===== config.mk =====
export PLATFORM = sky130hd
export DESIGN_NAME = dma_txchan_engine
export DESIGN_NICKNAME = d
export VERILOG_FILES = /design/src/rtl/dmach_pkg.sv /design/src/rtl/dmach_regs.sv /design/src/rtl/dmach_walker.sv /design/src/rtl/dma_txchan_engine.sv
export SDC_FILE = /design/constraint.sdc
export NUM_CORES = 1
export LEC_CHECK = 0
export BUFFER_PORTS_ARGS = -buffer_cell sky130_fd_sc_hd__buf_4
export CAP_MARGIN = 20
export CORE_MARGIN = 5
export CORE_UTILIZATION = 49
export CTS_BUF_LIST = sky130_fd_sc_hd__clkbuf_2
export DETAILED_ROUTE_END_ITERATION = 10
export PLACE_DENSITY = 0.81
export SLEW_MARGIN = 40
export SYNTH_ARGS = -nofsm -noshare
export SYNTH_HDL_FRONTEND = slang
export SYNTH_HIERARCHICAL = 1
export SYNTH_SLANG_ARGS = --single-unit
export TNS_END_PERCENT = 30

===== constraint.sdc =====
create_clock -name clk -period 2.5 [get_ports clk]
set_input_delay 0.125 -clock clk [delete_from_list [all_inputs] [get_ports clk]]
set_output_delay 0.125 -clock clk [all_outputs]
set_load 0.01 [all_outputs]

===== src/rtl/dmach_pkg.sv =====
package dmach_pkg;

    localparam int WORD_W    = 32;
    localparam int LEN_W     = 11;
    localparam int SEL_W     = 3;

    // mode word flag positions (software decodes these)
    localparam int SOP_BIT   = 31;
    localparam int EOP_BIT   = 30;
    localparam int OWN_BIT   = 29;
    localparam int EOQ_BIT   = 28;
    localparam int TDC_BIT   = 27;

    localparam logic [WORD_W-1:0] STOP_MARK = 32'hFFFF_FFFC;

    typedef enum logic [SEL_W-1:0] {
        SEL_HEAD = 3'd0,
        SEL_DONE = 3'd1,
        SEL_STOP = 3'd2,
        SEL_CTRL = 3'd3,
        SEL_SRST = 3'd4
    } reg_sel_e;

    typedef enum logic [2:0] {
        WK_IDLE,
        WK_READ,
        WK_START,
        WK_WAIT,
        WK_BACK
    } walk_state_e;

    typedef struct packed {
        logic              done;
        logic              halt;
        logic              stop;
        logic [WORD_W-1:0] addr;
        logic [WORD_W-1:0] link;
    } walk_evt_t;

    function automatic logic [WORD_W-1:0] retire_mode(
        input logic [WORD_W-1:0] mode,
        input logic              last,
        input logic              torn
    );
        logic [WORD_W-1:0] r;
        r          = mode;
        r[OWN_BIT] = 1'b0;
        if (last) r[EOQ_BIT] = 1'b1;
        if (torn) r[TDC_BIT] = 1'b1;
        return r;
    endfunction

endpackage


===== src/rtl/dmach_regs.sv =====
module dmach_regs
    import dmach_pkg::*;
#(
    parameter int CHAN_ID     = 0,
    parameter int SRST_CYCLES = 4
) (
    input  logic              clk,
    input  logic              rst,
    input  logic              reg_wr,
    input  logic [SEL_W-1:0]  reg_sel,
    input  logic [WORD_W-1:0] reg_wdata,
    output logic [WORD_W-1:0] reg_rdata,
    input  logic              busy,
    input  walk_evt_t         evt,
    output logic [WORD_W-1:0] head_ptr,
    output logic [WORD_W-1:0] done_ptr,
    output logic              enable,
    output logic              stop_req,
    output logic              irq,
    output logic              srst_start,
    output logic              srst_busy
);

    localparam int CNT_W = $clog2(SRST_CYCLES + 1);

    logic [CNT_W-1:0]  srst_cnt;
    logic [WORD_W-1:0] last_ptr;

    logic wr_head, wr_done, wr_stop, wr_ctrl;

    assign srst_busy  = (srst_cnt != '0);
    assign srst_start = reg_wr && (reg_sel == SEL_SRST) && reg_wdata[0] && !srst_busy;

    assign wr_head = reg_wr && (reg_sel == SEL_HEAD) && !busy && !stop_req;
    assign wr_done = reg_wr && (reg_sel == SEL_DONE);
    assign wr_stop = reg_wr && (reg_sel == SEL_STOP) && (reg_wdata == WORD_W'(CHAN_ID));
    assign wr_ctrl = reg_wr && (reg_sel == SEL_CTRL);

    always_ff @(posedge clk) begin
        if (rst || srst_start) begin
            head_ptr <= '0;
            done_ptr <= '0;
            last_ptr <= '0;
            enable   <= 1'b0;
            stop_req <= 1'b0;
            irq      <= 1'b0;
            srst_cnt <= rst ? '0 : CNT_W'(SRST_CYCLES);
        end else if (srst_busy) begin
            srst_cnt <= srst_cnt - 1'b1;
        end else begin
            // software writes first, engine events take precedence
            if (wr_head) head_ptr <= reg_wdata;
            if (wr_done) begin
                done_ptr <= reg_wdata;
                if (reg_wdata == last_ptr) irq <= 1'b0;
            end
            if (wr_stop) stop_req <= 1'b1;
            if (wr_ctrl) enable   <= reg_wdata[0];

            if (evt.halt) head_ptr <= '0;
            if (evt.done) begin
                head_ptr <= evt.link;
                done_ptr <= evt.addr;
                last_ptr <= evt.addr;
                irq      <= 1'b1;
            end
            if (evt.stop) begin
                head_ptr <= '0;
                done_ptr <= STOP_MARK;
                last_ptr <= STOP_MARK;
                irq      <= 1'b1;
                stop_req <= 1'b0;
            end
        end
    end

    always_comb begin
        case (reg_sel)
            SEL_HEAD: reg_rdata = head_ptr;
            SEL_DONE: reg_rdata = done_ptr;
            SEL_CTRL: reg_rdata = {{(WORD_W-1){1'b0}}, enable};
            SEL_SRST: reg_rdata = {{(WORD_W-1){1'b0}}, srst_busy};
            default:  reg_rdata = '0;
        endcase
    end

endmodule


===== src/rtl/dmach_walker.sv =====
module dmach_walker
    import dmach_pkg::*;
#(
    parameter int DESC_WORDS = 4
) (
    input  logic              clk,
    input  logic              rst,
    input  logic [WORD_W-1:0] head_ptr,
    input  logic              enable,
    input  logic              stop_req,
    output logic              busy,
    output walk_evt_t         evt,
    output logic              mem_valid,
    output logic              mem_we,
    output logic [WORD_W-1:0] mem_addr,
    output logic [WORD_W-1:0] mem_wdata,
    input  logic              mem_ready,
    input  logic [WORD_W-1:0] mem_rdata,
    output logic              mv_req,
    output logic [WORD_W-1:0] mv_addr,
    output logic [LEN_W-1:0]  mv_len,
    input  logic              mv_done
);

    localparam int IDX_W    = $clog2(DESC_WORDS);
    localparam int LINK_IX  = 0;
    localparam int BUF_IX   = 1;
    localparam int LEN_IX   = 2;
    localparam int MODE_IX  = DESC_WORDS - 1;
    localparam logic [IDX_W-1:0] LAST_IX = IDX_W'(MODE_IX);

    walk_state_e       state;
    logic [IDX_W-1:0]  idx;
    logic [WORD_W-1:0] cur;
    logic [WORD_W-1:0] words_q [DESC_WORDS];

    logic last_read;
    assign last_read = (state == WK_READ) && mem_ready && (idx == LAST_IX);

    always_ff @(posedge clk) begin
        if (rst) begin
            state <= WK_IDLE;
            idx   <= '0;
            cur   <= '0;
            for (int i = 0; i < DESC_WORDS; i++) words_q[i] <= '0;
        end else begin
            case (state)
                WK_IDLE: begin
                    if (!stop_req && enable && (head_ptr != '0)) begin
                        cur   <= head_ptr;
                        idx   <= '0;
                        state <= WK_READ;
                    end
                end
                WK_READ: begin
                    if (mem_ready) begin
                        words_q[idx] <= mem_rdata;
                        if (idx == LAST_IX)
                            state <= mem_rdata[OWN_BIT] ? WK_START : WK_IDLE;
                        else
                            idx <= idx + 1'b1;
                    end
                end
                WK_START: state <= WK_WAIT;
                WK_WAIT:  if (mv_done) state <= WK_BACK;
                WK_BACK:  if (mem_ready) state <= WK_IDLE;
                default:  state <= WK_IDLE;
            endcase
        end
    end

    assign busy      = (state != WK_IDLE);
    assign mem_valid = (state == WK_READ) || (state == WK_BACK);
    assign mem_we    = (state == WK_BACK);
    assign mem_addr  = cur + ((state == WK_BACK) ? WORD_W'(MODE_IX * 4)
                                                 : WORD_W'({idx, 2'b00}));
    assign mem_wdata = retire_mode(words_q[MODE_IX], words_q[LINK_IX] == '0, stop_req);

    assign mv_req  = (state == WK_START);
    assign mv_addr = words_q[BUF_IX];
    assign mv_len  = words_q[LEN_IX][LEN_W-1:0];

    always_comb begin
        evt.done = (state == WK_BACK) && mem_ready;
        evt.halt = last_read && !mem_rdata[OWN_BIT];
        evt.stop = stop_req && (((state == WK_BACK) && mem_ready) || (state == WK_IDLE));
        evt.addr = cur;
        evt.link = words_q[LINK_IX];
    end

endmodule


===== src/rtl/dma_txchan_engine.sv =====
module dma_txchan_engine
    import dmach_pkg::*;
#(
    parameter int CHAN_ID     = 0,
    parameter int SRST_CYCLES = 4
) (
    input  logic              clk,
    input  logic              rst,
    input  logic              reg_wr,
    input  logic [2:0]        reg_sel,
    input  logic [31:0]       reg_wdata,
    output logic [31:0]       reg_rdata,
    output logic              mem_valid,
    output logic              mem_we,
    output logic [31:0]       mem_addr,
    output logic [31:0]       mem_wdata,
    input  logic              mem_ready,
    input  logic [31:0]       mem_rdata,
    output logic              mv_req,
    output logic [31:0]       mv_addr,
    output logic [10:0]       mv_len,
    input  logic              mv_done,
    output logic              irq
);

    logic [WORD_W-1:0] head_ptr;
    logic [WORD_W-1:0] done_ptr;
    logic              enable;
    logic              stop_req;
    logic              busy;
    logic              srst_start;
    logic              srst_busy;
    logic              walk_rst;
    walk_evt_t         evt;

    logic              evt_done;
    logic              evt_stop;
    logic [WORD_W-1:0] evt_addr;

    assign walk_rst = rst || srst_start || srst_busy;
    assign evt_done = evt.done;
    assign evt_stop = evt.stop;
    assign evt_addr = evt.addr;

    dmach_regs #(
        .CHAN_ID     (CHAN_ID),
        .SRST_CYCLES (SRST_CYCLES)
    ) u_regs (
        .clk        (clk),
        .rst        (rst),
        .reg_wr     (reg_wr),
        .reg_sel    (reg_sel),
        .reg_wdata  (reg_wdata),
        .reg_rdata  (reg_rdata),
        .busy       (busy),
        .evt        (evt),
        .head_ptr   (head_ptr),
        .done_ptr   (done_ptr),
        .enable     (enable),
        .stop_req   (stop_req),
        .irq        (irq),
        .srst_start (srst_start),
        .srst_busy  (srst_busy)
    );

    dmach_walker #(
        .DESC_WORDS (4)
    ) u_walker (
        .clk       (clk),
        .rst       (walk_rst),
        .head_ptr  (head_ptr),
        .enable    (enable),
        .stop_req  (stop_req),
        .busy      (busy),
        .evt       (evt),
        .mem_valid (mem_valid),
        .mem_we    (mem_we),
        .mem_addr  (mem_addr),
        .mem_wdata (mem_wdata),
        .mem_ready (mem_ready),
        .mem_rdata (mem_rdata),
        .mv_req    (mv_req),
        .mv_addr   (mv_addr),
        .mv_len    (mv_len),
        .mv_done   (mv_done)
    );

endmodule


==> flow_summary.ini <==
[synthesis]
synth_edf_count = 109
synth_cell_type_count = 57
yosys.area.top_type = edfxtp_1
netlist_area_sq_um = 11920
postSynthAreaPerCell_sq_um = 10.21
synth_fp_nets = 1246
ys_ff_latch = 245
ys.warnings.count = 6
ys_async_sr_fraction_pct = 0
ys_seq_area_share_pct = 50.29
synthesis.instances = 1168
ys_top_cells_by_area = edfxtp_1 27%, dfxtp_1 23%, a211oi_1 5.9%
synth_top_area_share_pct = 27.45
synth_flop_cell = dfxtp_1

[power]
power_uw = 9995
vdd_drop_max_mv = 0.4791
p_clk_share_pct = 27.8
p_seq_share_pct = 51.3
intPower_uw = 6994
p_leak_uw = 0.006347
powerDensity_nw_per_um2 = 643.2
sw_frac_of_total_pct = 30.02
switchingPower_uw = 3001
power_frac_comb_pct = 20.8

[sta]
hold_ws_ns = 0.1438
fin_crit_ns = 3.308
post-route-period-util_pct = 132.3
setup_violations = 28
hold_viol = 0
max_slew_margin_pct = 58.92
finalWorstSetupSlack_ns = -0.8082
max_freq_mhz = 302.3
worst_pin_slew_ns = 0.6105
tns_ns = -12.29
rsz0062_at_grt = true
maxSlewViolCount = 0
skew_ns = 0.08765

[setup_path]
crit_path_max_fanout = 8
rr_worst_depth = 10
worstPathCellList = nor2_4 -> nand2_2 -> buf_4 -> nand2b_4 -> inv_1 -> fa_2 -> nand4b_1 -> buf_6 -> nor4_4 -> buf_6 -> nand4_1 -> xnor2_2 -> buf_4
critPathKind = reg -> out
crit_path_start_kind = flop
crit_buf_inv = 5
slowest_delay_ns = 0.37
cp_top_family = simple AND/OR/NAND/NOR gates
cp.depth = 13
cp_data_required_time_ns = 2.38
end_kind = output pin
slowest_stage = fa_2
crit_arrival_ns = 3.18

[final_layout]
seq_area_sq_um = 5998
nets = 1546
synthToLayoutAreaGrowth_pct = 30.33
multiInputGateArea_sq_um = 5545
final_common_cell = buf_4
layoutNonFillerInstCount = 1837
fill_cells = 1906
drive_above_1_share_pct = 29.30
final_cell_mix = 254 x buf_4, 134 x dfxtp_1, 109 x edfxtp_1, 107 x nor2_1, 106 x and2_1

[drt]
drc = 0
drt-wirelength-per-cell_um = 19.47
drt_iter0_drc = 826
vias_per_cell = 5.550
drt-total-wl_um = 35760
vias = 10195
dr.pass1.iters = 5
antenna_left = 0

[global_routing]
grt_pass1_wl_um = 56090
grt_overflow = 0
grt_busiest_layer = met2
grt_max_degree = 65
track_usage_pct = 25.19
met2_usage_pct = 40.15
grt_pass1_vias = 10127
gr-usage-met3_pct = 7.522
grt.met1_usage_pct = 31.93
antenna_found_initial = 1

[cts]
cts.sinks = 245
cts_tree = yes
cts.path.max_buffers = 3
clk_latency_ns = 0.84
clk_pin_slew_ns = 0.10
cts-buffers-inserted = 66
cts-htree-levels = 3
cts-root-buf = clkbuf_2

[place]
place.gp.congestion = 0.9448
dpl.cell_count = 1641
hpwl_um = 25020
io_buffers = 213

[floorplan]
num_io_pins = 215
initial_core_util_pct = 49.46
row_count = 57
die_area_sq_um = 27550
die_h_um = 166.0
core_area_sq_um = 24110
chipWidth_um = 166.0

[status]
status = complete, but fails checks
violations = negative setup slack

[min_path]
holdPathStages = 3
hold_path.class = in -> reg

[run]
maxCapViolations = 0
cells by family after synthesis:
| group | count (synthesis) | share of synthesized area (%) |
|---|---|---|
| simple gates | 506 | 24.08 |
| flops | 245 | 50.29 |
| compound gates | 183 | 11.76 |
| buf+inv | 128 | 5.478 |
| xor+xnor | 62 | 4.555 |
| mux | 37 | 3.106 |
| fa+ha+maj | 6 | 0.6926 |
| other cells | 1 | 0.03145 |
power by group through the flow:
| stage | clock [uW] | combinational, uW | sequential [uW] |
|---|---|---|---|
| after detailed placement | 0 | 1960 | 5210 |
| after global placement | 0 | 1920 | 5190 |
| after global routing | 3100 | 2250 | 5180 |
| after CTS | 2860 | 2060 | 5120 |
| final | 2780 | 2080 | 5130 |
| after floorplan | 0 | 987 | 5170 |
through the flow:
stage | instance area, sq um | worst slack [ns] | utilization (%)
after floorplan | 11960 | -0.01204 | -
after global placement | 13900 | 0.04026 | 57.67
after detailed placement | 13900 | -0.04244 | 57.67
after CTS | 15350 | -0.8265 | 63.66
after global routing | 15540 | -1.011 | 64.46
final | 15540 | -0.8082 | 64.46
flip-flops by register name, summed over array words and instances (netlist names):
signal	cells
u_regs/last_ptr	32
u_regs/srst_cnt	3
u_walker/cur	32
u_walker/state	3
u_regs/stop_req	1
u_regs/head_ptr	32
u_regs/enable	1
u_walker/words_q	106
u_regs/done_ptr	32
u_regs/irq	1
u_walker/idx	2
worst paths after layout:
kind                                                       start                               endpoint  slack, ns
worst max-delay path              u_walker/state[0]$_SDFFE_PP0P_                           mem_addr[24]      -0.81
worst min-delay path                               mem_rdata[13]  u_walker/words_q[1][13]$_SDFFCE_PN0P_       0.14
worst min register to register  u_regs/done_ptr[15]$_SDFFE_PP0P_       u_regs/done_ptr[15]$_SDFFE_PP0P_       0.50
worst max register to register  u_regs/srst_cnt[0]$_SDFFCE_PP0P_  u_walker/words_q[1][27]$_SDFFCE_PN0P_       0.11
metal layers:
layer	wire length, um	part of all wire [%]
met5	0	0
met2	16530	46
met4	1420	4.0
met3	3801	11
met1	14010	39
timing repair:
item,CTS,global route
hold endpoints to repair,184,0
pin swaps,10,19
setup endpoints to repair,30,77
setup buffers,4,5
hold buffers,74,0
resized for setup,22,31
tightest hold or removal path, stage by stage:
cell	delay, ns
dlygate4sd3_1	0.53
buf_4	0.11
and2_1	0.10
synth_stat cells, types with 4 or more instances:
cell / count
a21oi_1: 7
o21ai_0: 4
nand2_1: 10
or2_2: 5
a211oi_1: 93
nor3_1: 65
buf_2: 12
nand3_1: 18
buf_4: 36
edfxtp_1: 109
a311oi_1: 4
inv_1: 12
or3_1: 4
a22o_1: 31
nand2b_1: 68
dfxtp_1: 136
clkbuf_1: 55
nor2_1: 112
and2_1: 106
nor4_1: 28
and4_1: 5
ha_1: 5
a22oi_1: 32
and3_1: 4
mux2i_1: 37
nor2b_1: 36
buf_1: 10
nand4_1: 19
xor2_1: 24
xnor2_1: 38
cell type report:
type	count	area share [%]
inverter	12	0.2899
timing repair buffer	348	19.05
sequential	245	38.60
antenna	1	0.01610
clock buffer	101	3.253
clock inverter	11	0.4912
tap	324	2.609
multi-input combinational	795	35.69
(Power assumes the default switching activity.)
